==> src/rtl/i2cee_pkg.sv <==
package i2cee_pkg;

  localparam int BYTE_W = 8;
  localparam int PTR_W  = 8;

  typedef enum logic [2:0] {
    ST_IDLE,
    ST_RX,
    ST_RX_ACK,
    ST_TX,
    ST_TX_ACK,
    ST_SKIP
  } ee_state_e;

  typedef enum logic [1:0] {
    BY_DEV,
    BY_PTR,
    BY_DATA
  } byte_kind_e;

  typedef struct packed {
    logic scl;
    logic sda;
    logic rise;
    logic fall;
    logic start;
    logic stop;
  } bus_evt_t;

endpackage

==> src/rtl/i2cee_bus_sync.sv <==
module i2cee_bus_sync
  import i2cee_pkg::*;
#(
  parameter int STAGES = 2
) (
  input  logic     clk,
  input  logic     rst_n,
  input  logic     scl_i,
  input  logic     sda_i,
  output bus_evt_t evt
);

  logic [STAGES-1:0] scl_q;
  logic [STAGES-1:0] sda_q;
  logic              scl_d;
  logic              sda_d;
  logic              scl_s;
  logic              sda_s;

  // Shift chain: new sample enters at bit 0, settled value leaves at the top.
  always_ff @(posedge clk or negedge rst_n) begin
    if (!rst_n) begin
      scl_q <= '1;
      sda_q <= '1;
      scl_d <= 1'b1;
      sda_d <= 1'b1;
    end else begin
      scl_q <= {scl_q[STAGES-2:0], scl_i};
      sda_q <= {sda_q[STAGES-2:0], sda_i};
      scl_d <= scl_q[STAGES-1];
      sda_d <= sda_q[STAGES-1];
    end
  end

  assign scl_s = scl_q[STAGES-1];
  assign sda_s = sda_q[STAGES-1];

  always_comb begin
    evt.scl   = scl_s;
    evt.sda   = sda_s;
    evt.rise  = scl_s & ~scl_d;
    evt.fall  = ~scl_s & scl_d;
    evt.start = scl_s & scl_d & sda_d & ~sda_s;
    evt.stop  = scl_s & scl_d & ~sda_d & sda_s;
  end

endmodule

==> src/rtl/i2cee_store.sv <==
module i2cee_store #(
  parameter int AW = 8,
  parameter int DW = 8
) (
  input  logic          clk,
  input  logic          we,
  input  logic [AW-1:0] waddr,
  input  logic [DW-1:0] wdata,
  input  logic [AW-1:0] raddr,
  output logic [DW-1:0] rdata
);

  localparam int DEPTH = 1 << AW;

  logic [DW-1:0] cells [DEPTH];

  always_ff @(posedge clk) begin
    if (we) cells[waddr] <= wdata;
  end

  assign rdata = cells[raddr];

endmodule

==> src/rtl/i2cee_ctrl.sv <==
module i2cee_ctrl
  import i2cee_pkg::*;
#(
  parameter logic [6:0] DEV_ADDR = 7'b1010000
) (
  input  logic              clk,
  input  logic              rst_n,
  input  bus_evt_t          evt,
  input  logic              wp_i,
  input  logic [BYTE_W-1:0] rdata,
  output logic              mem_we,
  output logic [BYTE_W-1:0] wdata,
  output logic [PTR_W-1:0]  ptr,
  output logic              ptr_ld,
  output logic              sda_pull
);

  localparam int          CNT_W    = $clog2(BYTE_W + 1);
  localparam logic [CNT_W-1:0] FULL_CNT = CNT_W'(BYTE_W);
  localparam logic [CNT_W-1:0] LAST_TX  = CNT_W'(BYTE_W - 1);

  ee_state_e         st;
  byte_kind_e        kind;
  logic [CNT_W-1:0]  bitcnt;
  logic [BYTE_W-1:0] rx_sh;
  logic [BYTE_W-1:0] tx_sh;
  logic              rd_mode;
  logic              m_ack;
  logic              byte_done;

  assign byte_done = (st == ST_RX) && evt.fall && (bitcnt == FULL_CNT);
  assign mem_we    = byte_done && (kind == BY_DATA) && !wp_i;
  assign ptr_ld    = byte_done && (kind == BY_PTR);
  assign wdata     = rx_sh;
  assign sda_pull  = (st == ST_RX_ACK) || ((st == ST_TX) && !tx_sh[BYTE_W-1]);

  always_ff @(posedge clk or negedge rst_n) begin
    if (!rst_n) begin
      st      <= ST_IDLE;
      kind    <= BY_DEV;
      bitcnt  <= '0;
      rx_sh   <= '0;
      tx_sh   <= '0;
      ptr     <= '0;
      rd_mode <= 1'b0;
      m_ack   <= 1'b0;
    end else if (evt.stop) begin
      st <= ST_IDLE;
    end else if (evt.start) begin
      st     <= ST_RX;
      kind   <= BY_DEV;
      bitcnt <= '0;
    end else begin
      case (st)
        ST_RX: begin
          if (evt.rise && bitcnt != FULL_CNT) begin
            rx_sh  <= {rx_sh[BYTE_W-2:0], evt.sda};
            bitcnt <= bitcnt + 1'b1;
          end
          if (byte_done) begin
            case (kind)
              BY_DEV: begin
                if (rx_sh[BYTE_W-1:1] == DEV_ADDR) begin
                  rd_mode <= rx_sh[0];
                  st      <= ST_RX_ACK;
                end else begin
                  st <= ST_SKIP;
                end
              end
              BY_PTR: begin
                ptr <= rx_sh;
                st  <= ST_RX_ACK;
              end
              default: begin
                ptr <= ptr + 1'b1;
                st  <= ST_RX_ACK;
              end
            endcase
          end
        end
        ST_RX_ACK: begin
          if (evt.fall) begin
            bitcnt <= '0;
            if (kind == BY_DEV && rd_mode) begin
              tx_sh <= rdata;
              ptr   <= ptr + 1'b1;
              st    <= ST_TX;
            end else begin
              st   <= ST_RX;
              kind <= (kind == BY_DEV) ? BY_PTR : BY_DATA;
            end
          end
        end
        ST_TX: begin
          if (evt.fall) begin
            if (bitcnt == LAST_TX) begin
              st <= ST_TX_ACK;
            end else begin
              bitcnt <= bitcnt + 1'b1;
              tx_sh  <= {tx_sh[BYTE_W-2:0], 1'b0};
            end
          end
        end
        ST_TX_ACK: begin
          if (evt.rise) m_ack <= ~evt.sda;
          if (evt.fall) begin
            if (m_ack) begin
              tx_sh  <= rdata;
              ptr    <= ptr + 1'b1;
              bitcnt <= '0;
              st     <= ST_TX;
            end else begin
              st <= ST_SKIP;
            end
          end
        end
        default: ;
      endcase
    end
  end

endmodule

==> src/rtl/i2cee_slave.sv <==
module i2cee_slave
  import i2cee_pkg::*;
#(
  parameter logic [6:0] DEV_ADDR    = 7'b1010000,
  parameter int         SYNC_STAGES = 2
) (
  input  logic clk,
  input  logic rst_n,
  input  logic scl_i,
  input  logic sda_i,
  input  logic wp_i,
  output logic sda_pull_o
);

  bus_evt_t          evt_w;
  logic              we_w;
  logic [BYTE_W-1:0] wdata_w;
  logic [BYTE_W-1:0] rdata_w;
  logic [PTR_W-1:0]  ptr_w;
  logic              ptr_ld_w;

  i2cee_bus_sync #(.STAGES(SYNC_STAGES)) i_sync (
    .clk   (clk),
    .rst_n (rst_n),
    .scl_i (scl_i),
    .sda_i (sda_i),
    .evt   (evt_w)
  );

  i2cee_ctrl #(.DEV_ADDR(DEV_ADDR)) i_ctrl (
    .clk      (clk),
    .rst_n    (rst_n),
    .evt      (evt_w),
    .wp_i     (wp_i),
    .rdata    (rdata_w),
    .mem_we   (we_w),
    .wdata    (wdata_w),
    .ptr      (ptr_w),
    .ptr_ld   (ptr_ld_w),
    .sda_pull (sda_pull_o)
  );

  i2cee_store #(.AW(PTR_W), .DW(BYTE_W)) i_store (
    .clk   (clk),
    .we    (we_w),
    .waddr (ptr_w),
    .wdata (wdata_w),
    .raddr (ptr_w),
    .rdata (rdata_w)
  );

endmodule

==> config.mk <==
export PLATFORM = sky130hd
export DESIGN_NAME = i2cee_slave
export DESIGN_NICKNAME = d
export VERILOG_FILES = /design/src/rtl/i2cee_pkg.sv /design/src/rtl/i2cee_bus_sync.sv /design/src/rtl/i2cee_store.sv /design/src/rtl/i2cee_ctrl.sv /design/src/rtl/i2cee_slave.sv
export SDC_FILE = /design/constraint.sdc
export NUM_CORES = 2
export LEC_CHECK = 0
export CORE_MARGIN = 8
export CORE_UTILIZATION = 57
export DETAILED_ROUTE_END_ITERATION = 16
export DONT_BUFFER_PORTS = 1
export PLACE_DENSITY_LB_ADDON = 0.2
export SETUP_SLACK_MARGIN = 0.02
export SLEW_MARGIN = 20
export SYNTH_ARGS = -nofsm -noshare
export SYNTH_HDL_FRONTEND = slang
export SYNTH_HIERARCHICAL = 1
export SYNTH_SLANG_ARGS = --single-unit
==> constraint.sdc <==
create_clock -name clk -period 4.2 [get_ports clk]
set_clock_uncertainty 0.15 [all_clocks]
set_input_delay 0.63 -clock clk [delete_from_list [all_inputs] [get_ports clk]]
set_output_delay 0.63 -clock clk [all_outputs]
set_load 0.05 [all_outputs]
==> results.json <==
{
  "portBuffers": 0,
  "maxCapViolations": 0,
  "netlist_area_sq_um": 81600,
  "p_switching_mw": 14.9,
  "grt_pass1_wl_mm": 288,
  "cts_sinks": 2089,
  "p_int_mw": 39.9,
  "die_area_sq_um": 156000,
  "drv_slew": 0,
  "avgSynthCellArea_sq_um": 20.7,
  "ir_drop_uv": 541,
  "fp.dieH_microns": 394,
  "drt_iter0_markers": 4901,
  "power_density_nw_per_um2": 589,
  "postRouteAntennaNets": 0,
  "multiInputGateArea_sq_um": 17600,
  "antenna_found_initial": 5,
  "cts_root_buf": "clkbuf_16",
  "rows": 139,
  "clock.fmax_ghz": 0.244,
  "core_sq_um": 143000,
  "drt_pre_antenna_iters": 5,
  "syn2layout_area_growth_pct": 13.9,
  "totalWireLength_mm": 197,
  "stdcell_count": 6446,
  "slowest_stage": "nor4_1",
  "io_pins": 6,
  "routed-via-count": 41600,
  "fillers": 9394,
  "combPwrFrac_pct": 21.1,
  "first_global_vias": 41900,
  "dp.cells": 6079,
  "regToRegStartpoint": "i_ctrl/ptr[0]$_DFFE_PN0P_",
  "worst-path-max-fanout": 14,
  "drive_gt1_share_pct": 27.8,
  "fin_crit_sh_pct": 97.7,
  "whs_ns": 0.207,
  "clkPwrFrac_pct": 31.7,
  "p_total_mw": 54.8,
  "hold_path_startpoint": "i_sync/scl_q[0]$_DFF_PN1_",
  "crit_start": "i_ctrl/ptr[0]$_DFFE_PN0P_",
  "final_nets": 4394,
  "cts_made_buffers": 201,
  "tightestPinTransition_ns": 1.21,
  "crit_family": "multiplexers",
  "hold_viol": 0,
  "track_usage_pct": 25.0,
  "clk_path_buf_depth": 3,
  "cts_setup_buffers": 0,
  "seq_area_sq_um": 62600,
  "synthCells": 3951,
  "routabilityCongestion": 0.866,
  "initial_core_util_pct": 57.1,
  "dieWidth_microns": 394,
  "cts_tree": "built",
  "relSlewSlack_pct": 18.8,
  "required_ns": 4.75,
  "drc": 0,
  "worstSetupPathType": "reg -> reg",
  "grt-ovfl-total": 0,
  "layout_min_cycle_time_ns": 4.10,
  "swShare_pct": 27.1,
  "pwr-share-seq_pct": 47.3,
  "min_path_type": "reg -> reg",
  "max_stage_delay_ns": 0.67,
  "total_leakage_power_nw": 29.7,
  "crit_buf_inv": 3,
  "synth_nets": 3959,
  "fin_tns_setup_ns": 0,
  "cp-start-kind": "flip-flop",
  "insertion_delay_ns": 0.83,
  "finalSetupViolCount": 0,
  "worstPathArrival_ns": 4.66,
  "grt_max_degree": 240,
  "wl_per_cell_microns": 30.5,
  "path_cells": "buf_12 -> buf_12 -> mux4_2 -> nor2b_1 -> a211oi_1 -> nor3_1 -> nor4_1 -> buf_4 -> nor4_1 -> mux2_2 -> mux2_2",
  "hpwl_mm": 121,
  "grt_setup_unrepaired": "false",
  "yosys_warnings": 6,
  "clkSlewWorstSetupHoldPaths_ns": 0.06,
  "cp-end-kind": "flip-flop",
  "cts_htree_levels": 4,
  "status": "completed",
  "avgViaCountPerCell": 6.46
}
## worst register-to-register path: stages (launching register included)
cell,delay [ns]
dfrtp_4,0.56
buf_12,0.24
buf_12,0.23
mux4_2,0.53
nor2b_1,0.14
a211oi_1,0.45
nor3_1,0.20
nor4_1,0.67
buf_4,0.23
nor4_1,0.04
mux2_2,0.29
mux2_2,0.27
## timing repair
item / 4_1_cts / 5_1_grt
endpoints found under the hold margin: 43 / 0
hold buffers: 4 / 0
gates resized for setup: 1 / 1
endpoints found under the setup margin: 1 / 1
## routing by layer
layer | track usage, % | up-vias | routed length (microns)
met5 | 0 | - | 13
met4 | 8.60 | 2 | 7110
met3 | 5.05 | 379 | 18200
met2 | 39.3 | 2089 | 94600
met1 | 35.4 | 21800 | 76900
li1 | - | 17300 | -
## through the flow
| step | setup slack [ns] | util (%) | cell area [sq um] |
|---|---|---|---|
| floorplan | 0.0225 | - | 81700 |
| global placement | -0.153 | 60.5 | 86500 |
| detailed placement | -0.107 | 60.5 | 86500 |
| CTS | 0.0786 | 65.0 | 92900 |
| global route | 0.0370 | 65.0 | 93000 |
| finish | 0.0954 | 65.0 | 93000 |
## cell usage in the layout (no fill, tap or decap), types with 25 or more instances in the layout
cell type  instances
clkinv_2          26
nand2_1           53
nor2_1           295
nand3_1           42
a21oi_1          117
clkbuf_1          54
buf_4            440
mux4_2           454
mux2_2            25
nor2b_1           32
mux2i_1          137
edfxtp_1        2048
clkinv_1          40
a22oi_1          133
o21ai_0           25
nor4_1            27
o22ai_1           29
buf_12            30
nor3_1            25
clkbuf_16        204
o221ai_1          46
## power groups by stage
stage / Combinational [mW] / Sequential [mW] / Clock, mW
6_report: 11.5 / 25.9 / 17.3
5_1_grt: 12.2 / 25.9 / 18.3
4_1_cts: 11.5 / 26.0 / 17.6
3_5_place_dp: 11.4 / 26.4 / 0
3_3_place_gp: 11.3 / 26.4 / 0
2_1_floorplan: 7.28 / 27.2 / 0
## area by class of cell
type                    count  area share (%)
repair buffers            478            4.38
clock inverters            93           0.970
diodes                      3         0.00807
well taps                1903            2.56
multi-input cells        1606            18.9
inverters                  10          0.0404
clock buffers             264            5.80
flip-flops and latches   2089            67.3
## path summary, 6_finish.rpt
| check | end | slack, ns | cells after the start |
|---|---|---|---|
| max in group asynchronous | i_sync/sda_d$_DFF_PN1_ | 3.39 | 2 |
| worst min-delay path | i_sync/scl_q[1]$_DFF_PN1_ | 0.21 | 0 |
| worst max-delay path | i_ctrl/tx_sh[7]$_DFFE_PN0P_ | 0.1 | 11 |
| worst min register to register | i_sync/scl_q[1]$_DFF_PN1_ | 0.21 | 0 |
| min in group asynchronous | i_ctrl/ptr[3]$_DFFE_PN0P_ | 0.23 | 2 |
| worst max register to register | i_ctrl/tx_sh[7]$_DFFE_PN0P_ | 0.1 | 11 |
## registers in the layout (all words and copies together) (netlist names)
| register | flops |
|---|---|
| i_store/cells | 2048 |
| i_ctrl/ptr | 8 |
| i_ctrl/tx_sh | 8 |
| i_ctrl/wdata | 8 |
| i_ctrl/bitcnt | 4 |
| i_ctrl/st | 3 |
| i_ctrl/kind | 2 |
| i_sync/scl_q | 2 |
| i_sync/sda_q | 2 |
| i_ctrl/m_ack | 1 |
| i_ctrl/rd_mode | 1 |
| i_sync/scl_d | 1 |
| i_sync/sda_d | 1 |
(Power assumes the default switching activity.)
